==> src/rtl/spi_sr_pkg.sv <==
// Package: command codes, register addresses, field positions and the
// command-decoder state type shared by the status-register controller.
package spi_sr_pkg;
    localparam int BYTE_W = 8;
    localparam int BIT_W  = $clog2(BYTE_W);

    localparam logic [BYTE_W-1:0] OP_READ_SR     = 8'h0F;
    localparam logic [BYTE_W-1:0] OP_READ_SR_ALT = 8'h05;
    localparam logic [BYTE_W-1:0] OP_WRITE_SR    = 8'h1F;
    localparam logic [BYTE_W-1:0] OP_WR_ENABLE   = 8'h06;
    localparam logic [BYTE_W-1:0] OP_PROGRAM     = 8'h10;
    localparam logic [BYTE_W-1:0] OP_ERASE       = 8'hD8;

    localparam logic [BYTE_W-1:0] ADDR_PROT = 8'h0A;
    localparam logic [BYTE_W-1:0] ADDR_CONF = 8'hB0;
    localparam logic [BYTE_W-1:0] ADDR_STAT = 8'hC0;

    localparam logic [BYTE_W-1:0] PROT_RESET = 8'h7C;
    localparam int PROT_WPE_BIT = 1;

    typedef enum logic [2:0] {
        ST_OPCODE,
        ST_RD_ADDR,
        ST_RD_DATA,
        ST_WR_ADDR,
        ST_WR_DATA,
        ST_SKIP
    } cmd_state_e;
endpackage

==> src/rtl/spi_sr_frontend.sv <==
// Module: spi_sr_frontend
// Synchronises the SPI pins and the write-protect pin into the clk domain.
// It detects serial-clock edges while selected and assembles MSB-first bytes.
// Assumes the serial clock runs well below clk/(2*(SYNC_STAGES+2)).
module spi_sr_frontend
    import spi_sr_pkg::*;
#(
    parameter int SYNC_STAGES = 2
) (
    input  logic              clk,
    input  logic              rst_n,
    input  logic              cs_n,
    input  logic              sclk,
    input  logic              mosi,
    input  logic              wp_n,
    output logic              sel,
    output logic              sclk_fall,
    output logic              byte_valid,
    output logic [BYTE_W-1:0] byte_data,
    output logic [BIT_W-1:0]  bit_idx,
    output logic              wp_low
);
    localparam int NPINS = 4;
    localparam logic [NPINS-1:0] PIN_RESET = 4'b1001; // wp_n, mosi, sclk, cs_n

    logic [NPINS-1:0] stage [SYNC_STAGES];
    logic [NPINS-1:0] pins_s;
    logic             sclk_d;
    logic             sclk_rise;
    logic [BYTE_W-1:0] shreg;

    // Shift raw pins through the synchroniser chain.
    always_ff @(posedge clk) begin
        if (!rst_n) begin
            for (int k = 0; k < SYNC_STAGES; k++) stage[k] <= PIN_RESET;
        end else begin
            stage[0] <= {wp_n, mosi, sclk, cs_n};
            for (int k = 1; k < SYNC_STAGES; k++) stage[k] <= stage[k-1];
        end
    end

    assign pins_s = stage[SYNC_STAGES-1];
    assign sel    = ~pins_s[0];
    assign wp_low = ~pins_s[3];

    // Remember the previous synchronised serial clock for edge detection.
    always_ff @(posedge clk) begin
        if (!rst_n) sclk_d <= 1'b0;
        else        sclk_d <= pins_s[1];
    end

    assign sclk_rise = sel &  pins_s[1] & ~sclk_d;
    assign sclk_fall = sel & ~pins_s[1] &  sclk_d;

    // Collect data bits on rising edges and flag each completed byte.
    always_ff @(posedge clk) begin
        if (!rst_n || !sel) begin
            bit_idx    <= '0;
            byte_valid <= 1'b0;
            shreg      <= '0;
        end else begin
            byte_valid <= 1'b0;
            if (sclk_rise) begin
                shreg   <= {shreg[BYTE_W-2:0], pins_s[2]};
                bit_idx <= bit_idx + 1'b1;
                if (bit_idx == BIT_W'(BYTE_W-1)) byte_valid <= 1'b1;
            end
        end
    end

    assign byte_data = shreg;
endmodule

==> src/rtl/spi_sr_cmd.sv <==
// Module: spi_sr_cmd
// Decodes command bytes into register accesses and single-cycle strobes.
// It drives the read data MSB first on serial-clock falling edges.
// Assumes the byte stream restarts whenever sel drops.
module spi_sr_cmd
    import spi_sr_pkg::*;
(
    input  logic              clk,
    input  logic              rst_n,
    input  logic              sel,
    input  logic              byte_valid,
    input  logic [BYTE_W-1:0] byte_data,
    input  logic              sclk_fall,
    input  logic [BIT_W-1:0]  bit_idx,
    input  logic [BYTE_W-1:0] rd_value,
    output logic [BYTE_W-1:0] reg_addr,
    output logic [BYTE_W-1:0] wr_data,
    output logic              wr_strobe,
    output logic              wen_strobe,
    output logic              prog_strobe,
    output logic              erase_strobe,
    output logic              miso,
    output logic              miso_oe
);
    cmd_state_e state;

    // Step through opcode, address and data phases; restart on deselect.
    always_ff @(posedge clk) begin
        if (!rst_n || !sel) begin
            state        <= ST_OPCODE;
            wr_strobe    <= 1'b0;
            wen_strobe   <= 1'b0;
            prog_strobe  <= 1'b0;
            erase_strobe <= 1'b0;
            if (!rst_n) begin
                reg_addr <= '0;
                wr_data  <= '0;
            end
        end else begin
            wr_strobe    <= 1'b0;
            wen_strobe   <= 1'b0;
            prog_strobe  <= 1'b0;
            erase_strobe <= 1'b0;
            if (byte_valid) begin
                unique case (state)
                    ST_OPCODE: begin
                        state <= ST_SKIP;
                        if (byte_data == OP_READ_SR || byte_data == OP_READ_SR_ALT)
                            state <= ST_RD_ADDR;
                        else if (byte_data == OP_WRITE_SR)
                            state <= ST_WR_ADDR;
                        wen_strobe   <= (byte_data == OP_WR_ENABLE);
                        prog_strobe  <= (byte_data == OP_PROGRAM);
                        erase_strobe <= (byte_data == OP_ERASE);
                    end
                    ST_RD_ADDR: begin
                        reg_addr <= byte_data;
                        state    <= ST_RD_DATA;
                    end
                    ST_WR_ADDR: begin
                        reg_addr <= byte_data;
                        state    <= ST_WR_DATA;
                    end
                    ST_WR_DATA: begin
                        wr_data   <= byte_data;
                        wr_strobe <= 1'b1;
                        state     <= ST_SKIP;
                    end
                    default: state <= state;
                endcase
            end
        end
    end

    // Present the next read bit after each falling serial-clock edge.
    always_ff @(posedge clk) begin
        if (!rst_n || !sel)
            miso <= 1'b0;
        else if (sclk_fall && state == ST_RD_DATA)
            miso <= rd_value[BIT_W'(BYTE_W-1) - bit_idx];
    end

    assign miso_oe = sel && (state == ST_RD_DATA);
endmodule

==> src/rtl/spi_sr_regs.sv <==
// Module: spi_sr_regs
// Holds the protection and configuration registers, the write enable latch
// and the busy flag. It times the post-reset inhibit window and applies the
// write-protect rules to every write-type strobe.
// Assumes the strobes are single-cycle pulses.
module spi_sr_regs
    import spi_sr_pkg::*;
#(
    parameter int INHIBIT_CYCLES = 1000
) (
    input  logic              clk,
    input  logic              rst_n,
    input  logic              wp_low,
    input  logic [BYTE_W-1:0] reg_addr,
    input  logic [BYTE_W-1:0] wr_data,
    input  logic              wr_strobe,
    input  logic              wen_strobe,
    input  logic              prog_strobe,
    input  logic              erase_strobe,
    input  logic              arr_done,
    output logic [BYTE_W-1:0] rd_value,
    output logic              prog_req,
    output logic              erase_req,
    output logic              wel,
    output logic              busy,
    output logic              inhibit,
    output logic              dev_locked
);
    localparam int CNT_W = $clog2(INHIBIT_CYCLES + 1);
    localparam logic [CNT_W-1:0] CNT_END = CNT_W'(INHIBIT_CYCLES);

    logic [CNT_W-1:0]  inh_cnt;
    logic [BYTE_W-1:0] prot_q;
    logic [BYTE_W-1:0] conf_q;
    logic              write_ok;

    // Count out the post-reset inhibit window, then hold.
    always_ff @(posedge clk) begin
        if (!rst_n)                inh_cnt <= '0;
        else if (inh_cnt != CNT_END) inh_cnt <= inh_cnt + 1'b1;
    end

    assign inhibit    = (inh_cnt != CNT_END);
    assign dev_locked = prot_q[PROT_WPE_BIT] & wp_low;
    assign write_ok   = ~inhibit & ~dev_locked;

    // Apply status writes that pass the inhibit and protect checks.
    always_ff @(posedge clk) begin
        if (!rst_n) begin
            prot_q <= PROT_RESET;
            conf_q <= '0;
        end else if (wr_strobe && write_ok) begin
            if (reg_addr == ADDR_PROT && !wp_low) prot_q <= wr_data;
            if (reg_addr == ADDR_CONF)            conf_q <= wr_data;
        end
    end

    // Track the write enable latch, busy flag and array requests.
    always_ff @(posedge clk) begin
        if (!rst_n) begin
            wel       <= 1'b0;
            busy      <= 1'b0;
            prog_req  <= 1'b0;
            erase_req <= 1'b0;
        end else begin
            prog_req  <= 1'b0;
            erase_req <= 1'b0;
            if (wen_strobe && write_ok) wel <= 1'b1;
            if ((prog_strobe || erase_strobe) && wel && !busy && write_ok) begin
                prog_req  <= prog_strobe;
                erase_req <= erase_strobe;
                busy      <= 1'b1;
            end
            if (arr_done && busy) begin
                busy <= 1'b0;
                wel  <= 1'b0;
            end
        end
    end

    // Select the register addressed by the current read.
    always_comb begin
        unique case (reg_addr)
            ADDR_PROT: rd_value = prot_q;
            ADDR_CONF: rd_value = conf_q;
            ADDR_STAT: rd_value = {{(BYTE_W-2){1'b0}}, wel, busy};
            default:   rd_value = '0;
        endcase
    end
endmodule

==> src/rtl/spi_flash_sr.sv <==
// Module: spi_flash_sr (top)
// Device-side status-register and write-protection controller of a serial
// flash. It connects the pin front end, the command decoder and the
// register/protection bank. Program and erase leave as request pulses.
module spi_flash_sr
    import spi_sr_pkg::*;
#(
    parameter int SYNC_STAGES    = 2,
    parameter int INHIBIT_CYCLES = 1000
) (
    input  logic clk,
    input  logic rst_n,
    input  logic spi_cs_n,
    input  logic spi_sclk,
    input  logic spi_mosi,
    output logic spi_miso,
    output logic spi_miso_oe,
    input  logic wp_n,
    output logic arr_prog_req,
    output logic arr_erase_req,
    input  logic arr_done
);
    logic              sel, sclk_fall, byte_valid, wp_low;
    logic [BYTE_W-1:0] byte_data, reg_addr, wr_data, rd_value;
    logic [BIT_W-1:0]  bit_idx;
    logic              wr_strobe, wen_strobe, prog_strobe, erase_strobe;
    logic              wel, busy, inhibit, dev_locked;

    spi_sr_frontend #(.SYNC_STAGES(SYNC_STAGES)) u_front (
        .clk(clk), .rst_n(rst_n), .cs_n(spi_cs_n), .sclk(spi_sclk),
        .mosi(spi_mosi), .wp_n(wp_n), .sel(sel), .sclk_fall(sclk_fall),
        .byte_valid(byte_valid), .byte_data(byte_data), .bit_idx(bit_idx),
        .wp_low(wp_low)
    );

    spi_sr_cmd u_cmd (
        .clk(clk), .rst_n(rst_n), .sel(sel), .byte_valid(byte_valid),
        .byte_data(byte_data), .sclk_fall(sclk_fall), .bit_idx(bit_idx),
        .rd_value(rd_value), .reg_addr(reg_addr), .wr_data(wr_data),
        .wr_strobe(wr_strobe), .wen_strobe(wen_strobe),
        .prog_strobe(prog_strobe), .erase_strobe(erase_strobe),
        .miso(spi_miso), .miso_oe(spi_miso_oe)
    );

    spi_sr_regs #(.INHIBIT_CYCLES(INHIBIT_CYCLES)) u_regs (
        .clk(clk), .rst_n(rst_n), .wp_low(wp_low), .reg_addr(reg_addr),
        .wr_data(wr_data), .wr_strobe(wr_strobe), .wen_strobe(wen_strobe),
        .prog_strobe(prog_strobe), .erase_strobe(erase_strobe),
        .arr_done(arr_done), .rd_value(rd_value), .prog_req(arr_prog_req),
        .erase_req(arr_erase_req), .wel(wel), .busy(busy),
        .inhibit(inhibit), .dev_locked(dev_locked)
    );
endmodule

==> config.mk <==
export PLATFORM = sky130hd
export DESIGN_NAME = spi_flash_sr
export DESIGN_NICKNAME = d
export VERILOG_FILES = /design/src/rtl/spi_sr_pkg.sv /design/src/rtl/spi_sr_frontend.sv /design/src/rtl/spi_sr_cmd.sv /design/src/rtl/spi_sr_regs.sv /design/src/rtl/spi_flash_sr.sv
export SDC_FILE = /design/constraint.sdc
export NUM_CORES = 1
export LEC_CHECK = 0
export BUFFER_PORTS_ARGS = -buffer_cell sky130_fd_sc_hd__buf_2
export CAP_MARGIN = 5
export CORE_MARGIN = 1
export CORE_UTILIZATION = 57
export CTS_BUF_LIST = sky130_fd_sc_hd__clkbuf_8
export CTS_CLUSTER_DIAMETER = 100
export CTS_CLUSTER_SIZE = 25
export DETAILED_ROUTE_END_ITERATION = 7
export HOLD_SLACK_MARGIN = 0.15
export PLACE_DENSITY = 0.85
export SYNTH_ARGS = -nofsm -noshare
export SYNTH_HDL_FRONTEND = slang
export SYNTH_HIERARCHICAL = 1
export SYNTH_SLANG_ARGS = --single-unit
==> constraint.sdc <==
create_clock -name clk -period 2.1 [get_ports clk]
set_input_delay 0.63 -clock clk [delete_from_list [all_inputs] [get_ports clk]]
set_output_delay 0.63 -clock clk [all_outputs]
set_load 0.01 [all_outputs]
==> After elaboration in Yosys (flattened, before gate mapping) <==
Memories as Yosys holds them, arrays and structs flattened.
Cells that the tools add are included.
{ "totals": {"regBits": 67, "ramBits": 8, "in_bits": 7, "output_inout_bits": 4, "n_memories": 1} }
{ "mem_list": {"columns": ["name", "words", "width", "read_ports", "rd_clocked_by_memory_dff", "wr", "line", "rtl"], "rows": [
  ["u_front.stage", 2, 4, 2, 0, 2, "spi_sr_frontend.sv:26", "logic [NPINS-1:0] stage [SYNC_STAGES];"]
]} }
{ "classes": {"addsub": 3, "n_lt_le_gt_ge": 1, "n_eq_ne": 16, "n_mux": 19, "n_bitwise": 18, "reduce_logical": 30} }
{ "op_table": {"columns": ["operator", "count"], "rows": [
  ["8-bit 2-to-1 mux", 7],
  ["8-bit == test (second input constant)", 3],
  ["8-bit one-hot mux with 3 select lines", 1],
  ["8-bit by 3-bit == test with 1-bit output (second input constant)", 2],
  ["8-bit by 4-bit == test with 1-bit output (second input constant)", 2],
  ["8-bit by 5-bit == test with 1-bit output (second input constant)", 2],
  ["3-bit one-hot mux with 4 select lines", 1],
  ["10-bit by 1-bit adder with 10-bit output (second input constant)", 1],
  ["10-bit inequality test (second input constant)", 1],
  ["1-bit inverter", 10],
  ["1-bit logical AND", 9],
  ["4-bit 2-to-1 mux", 2],
  ["2-bit AND reduction", 4],
  ["2-bit OR reduction", 4],
  ["1-bit bitwise AND", 6],
  ["3-bit by 2-bit == test with 1-bit output (second input constant)", 2],
  ["3-bit == test (second input constant)", 2],
  ["3-bit 2-to-1 mux", 2],
  ["3-bit AND reduction", 2],
  ["2-bit nonzero test", 3],
  ["1-bit 2-to-1 mux", 5],
  ["3-bit by 4-bit less-than comparator with 1-bit output (second input constant)", 1],
  ["4-bit nonzero test", 1],
  ["3-bit by 1-bit adder with 3-bit output (second input constant)", 1],
  ["other kinds (9)", 13]
]} }

==> Longest topological paths before layout <==
{ "depth": {"depth_word": 6, "depth_mapped": 9, "mapped_depth_nobuf": 8} }

==> Modules after synthesis <==
Netlist, hierarchy kept.
{ "by_module_without_submodules": {"columns": ["module", "instances", "cells_per_inst", "area_per_inst_um2", "seq_area_each_um2"], "rows": [
  ["spi_sr_regs", 1, 172, 1506.4, 600.6],
  ["spi_sr_cmd", 1, 76, 970.9, 640.6],
  ["spi_sr_frontend", 1, 75, 723.2, 420.4]
]} }

==> Worst setup path before layout <==
No wires, ideal clock.
{ "synth_timing": {"kind": "register -> register", "start": "reg u_cmd.reg_addr[1]", "end": "reg u_cmd.miso", "setup_ps": 117, "arrival_time_ps": 1999, "path_slack_ps": -16, "path_stages_with_launch": 10, "synth_period_minus_slack_ps": 2116, "path_cell_list": "edfxtp_1 > and4bb_2 > and2_1 > buf_2 > a22oi_1 > nand2_1 > mux4_1 > mux2_2 > mux2i_1 > nor2_1"} }
{ "synth_via": {"elab_chain_cells": 4, "word_cells_on_any_way": 6, "cone_classes": "eq/ne (3); mux (3)"} }
{ "synth_lines": {"columns": ["element", "line", "rtl"], "rows": [
  ["from (decl)", "spi_sr_cmd.sv:16", "output logic [BYTE_W-1:0] reg_addr,"],
  ["from (signal assigned)", "spi_sr_cmd.sv:57", "reg_addr <= byte_data;"],
  ["from (signal assigned)", "spi_sr_cmd.sv:61", "reg_addr <= byte_data;"],
  ["8-bit == test or 8-bit by 4-bit == test with 1-bit output (tied branches)", "spi_sr_regs.sv:83", "unique case (reg_addr)"],
  ["8-bit one-hot mux with 3 select lines *", "spi_sr_regs.sv:83", null],
  ["via rd_value[0]", "spi_flash_sr.sv:24", "logic [BYTE_W-1:0] byte_data, reg_addr, wr_data, rd_value;"],
  ["1-bit binary-select mux with 3-bit select *", "spi_sr_cmd.sv:80", "miso <= rd_value[BIT_W'(BYTE_W-1) - bit_idx];"],
  ["1-bit 2-to-1 mux (implied by the code) *", "spi_sr_cmd.sv:80", null],
  ["to (signal assigned)", "spi_sr_cmd.sv:80", null],
  ["to (decl)", "spi_sr_cmd.sv:22", "output logic miso,"]
]} }
The timed path passes the listed nets; every way through them passes the cells marked *. The select of a mux whose other input is x is not followed.
A chain may end at the register's enable or synchronous reset.

==> Worst setup path in the final report <==
{ "layout_timing": {"start": "reg u_cmd.reg_addr[3]", "end": "reg u_cmd.miso"} }
The elaborated chain is that of the path after synthesis.

==> reports/metrics.cfg <==
[finish]
syn2layout_area_growth_pct=10.4
utilization_pct=67.4
nNetsFinal=349
drive_gt1_share_pct=16.0
antenna_cells=0
final_cells=413

[place]
dp_hpwl_mm=4.44
io_buffer_count=10
dpl.cell_count=397
pre_cts_slack_ns=-0.129
place.gp.congestion=0.831

[sta]
rsz0062_at_grt=yes
finalHoldViolCount=0
period_needed_ns=2.14
tightest_slew_ns=1.07
finalClockSkew_ns=0.00825
max-slew-margin-rel_pct=27.8
hold_slack_ns=0.413
fin_ws_ns=-0.0431
timing.final.crit_share_pct=102
slew_violations=0
fmax_mhz=467
setup_violations=1

[drt]
detail_route.vias_per_cell=5.75
detail_route.first_pass.iterations=5
ant_nets=0
drc=0
routedWlPerCell_um=15.4
wl_mm=6.35
first_iter_violations=201
via_count=2376

[grt]
busiest_layer=met2
grt_overflow=0
grt_usage_pct=23.6
grt_pass1_vias=2306
grt_pass1_wl_mm=10.5
antenna_found_initial=0
use_met2_pct=39.5
use_met1_pct=26.9
grt_max_degree=30
use_met3_pct=8.45

[logic_synthesis]
syn-cell-area_mm2=0.00320
synthCells=322
yosysWarnings=6
synth_fp_nets=333
avgSynthCellArea_um2=9.93

[min_path]
hold_path_class=flop to flop
min_from=u_front/stage[0][0]$_SDFF_PN1_

[die]
die_y_um=76.9
die_x_um=76.9
start_util_pct=61.0
rows=26
core_mm2=0.00524
die_area_mm2=0.00591
pin_count=11

[run_status]
status=finished, violations left
violations=negative setup slack

[worst_setup_path]
cp.arrival_ns=2.38
worst-path-max-fanout=9
end_kind=flop
cp-startpoint=u_cmd/reg_addr[3]$_DFFE_PP_
startpoint_type=flop
crit_type=flop to flop
cp.required_ns=2.34
r2r_start=u_cmd/reg_addr[3]$_DFFE_PP_

[power]
p_total_mw=2.60
powerDensity_mw_per_mm2=737
ir_drop_mv=0.670
power.leakage_nw=1.30

[clocking]
clkLatencyLatePin_ns=0.35
cts_tree=built
root_buffer=clkbuf_8
cts_sinks=75
hold_buffers=0
cts-buffers-inserted=9
clockBufferDepth=2
htree_levels=3
clk_pin_slew_ns=0.08

[job]
cap_violations=0

-- final timing paths --
path / end / slack [ns] / cells past startpoint
worst min register to register: u_front/stage[0][4]$_SDFF_PN1_ / 0.41 / 1
worst max-delay path: u_cmd/miso$_SDFFE_PP0P_ / -0.04 / 8
worst min-delay path: u_front/stage[0][4]$_SDFF_PN1_ / 0.41 / 1
worst max register to register: u_cmd/miso$_SDFFE_PP0P_ / -0.04 / 8
-- sequential cells by signal, summed over array words and instances (netlist names), 8 cells and up --
name	cells
u_front/byte_data	8
u_regs/conf_q	8
u_regs/prot_q	8
u_front/stage	8
u_cmd/wr_data	8
u_regs/inh_cnt	10
u_cmd/reg_addr	8
-- report_power, final --
part	total, mW	switching (mW)	internal, mW
logic	0.0819	0.0492	0.0327
registers	1.51	0.0182	1.49
clock network	1.01	0.563	0.447
total	2.60	0.630	1.97
-- stage by stage --
stage / cell area [µm²] / TNS, ns
after floorplan: 3200 / 0
after global placement: 3340 / 0
after detailed placement: 3340 / -0.129
after CTS: 3520 / -0.0447
after global routing: 3530 / -0.104
final: 3530 / -0.0431
-- area by class of cell --
class / count / area, µm²
timing repair buffer: 19 / 134
fill: 402 / 1710
tap: 70 / 87.6
inverter: 8 / 30.0
sequential: 75 / 1660
clock inverter: 7 / 57.6
multi-input combinational: 225 / 1430
clock buffer: 9 / 124
-- timing repair --
item,CTS,global route
setup buffers,0,1
resized for setup,5,3
setup endpoints to repair,1,8
hold endpoints to repair,0,0
pin swaps,1,1
-- critical path, cell delays in order (launching register included) --
cell and delay (ns):
edfxtp_1 0.40, and4bb_2 0.27, and2_4 0.20, a22oi_2 0.18, nand2_1 0.07, mux4_2 0.46
mux2_2 0.27, mux2i_1 0.12, nor2_1 0.06
-- layer usage --
layer  part of all wire (%)  wire (µm)
met5                      0          0
met4                    3.1        195
met3                    5.6        353
met2                     50       3160
met1                     42       2640
-- cells in the final DEF, fill, tap and decap left out, drive strengths merged, types with 6 or more instances in the layout --
| cell | instances |
|---|---|
| mux2i | 13 |
| a22o | 6 |
| buf | 19 |
| inv | 12 |
| edfxtp | 16 |
| a21oi | 13 |
| clkbuf | 9 |
| nor3 | 6 |
| o21ai | 8 |
| and2 | 15 |
| nand3 | 19 |
| nand2b | 6 |
| and3 | 14 |
| nor2 | 14 |
| dfxtp | 59 |
| nand2 | 54 |
No activity file was read; power rests on OpenSTA's default activity.
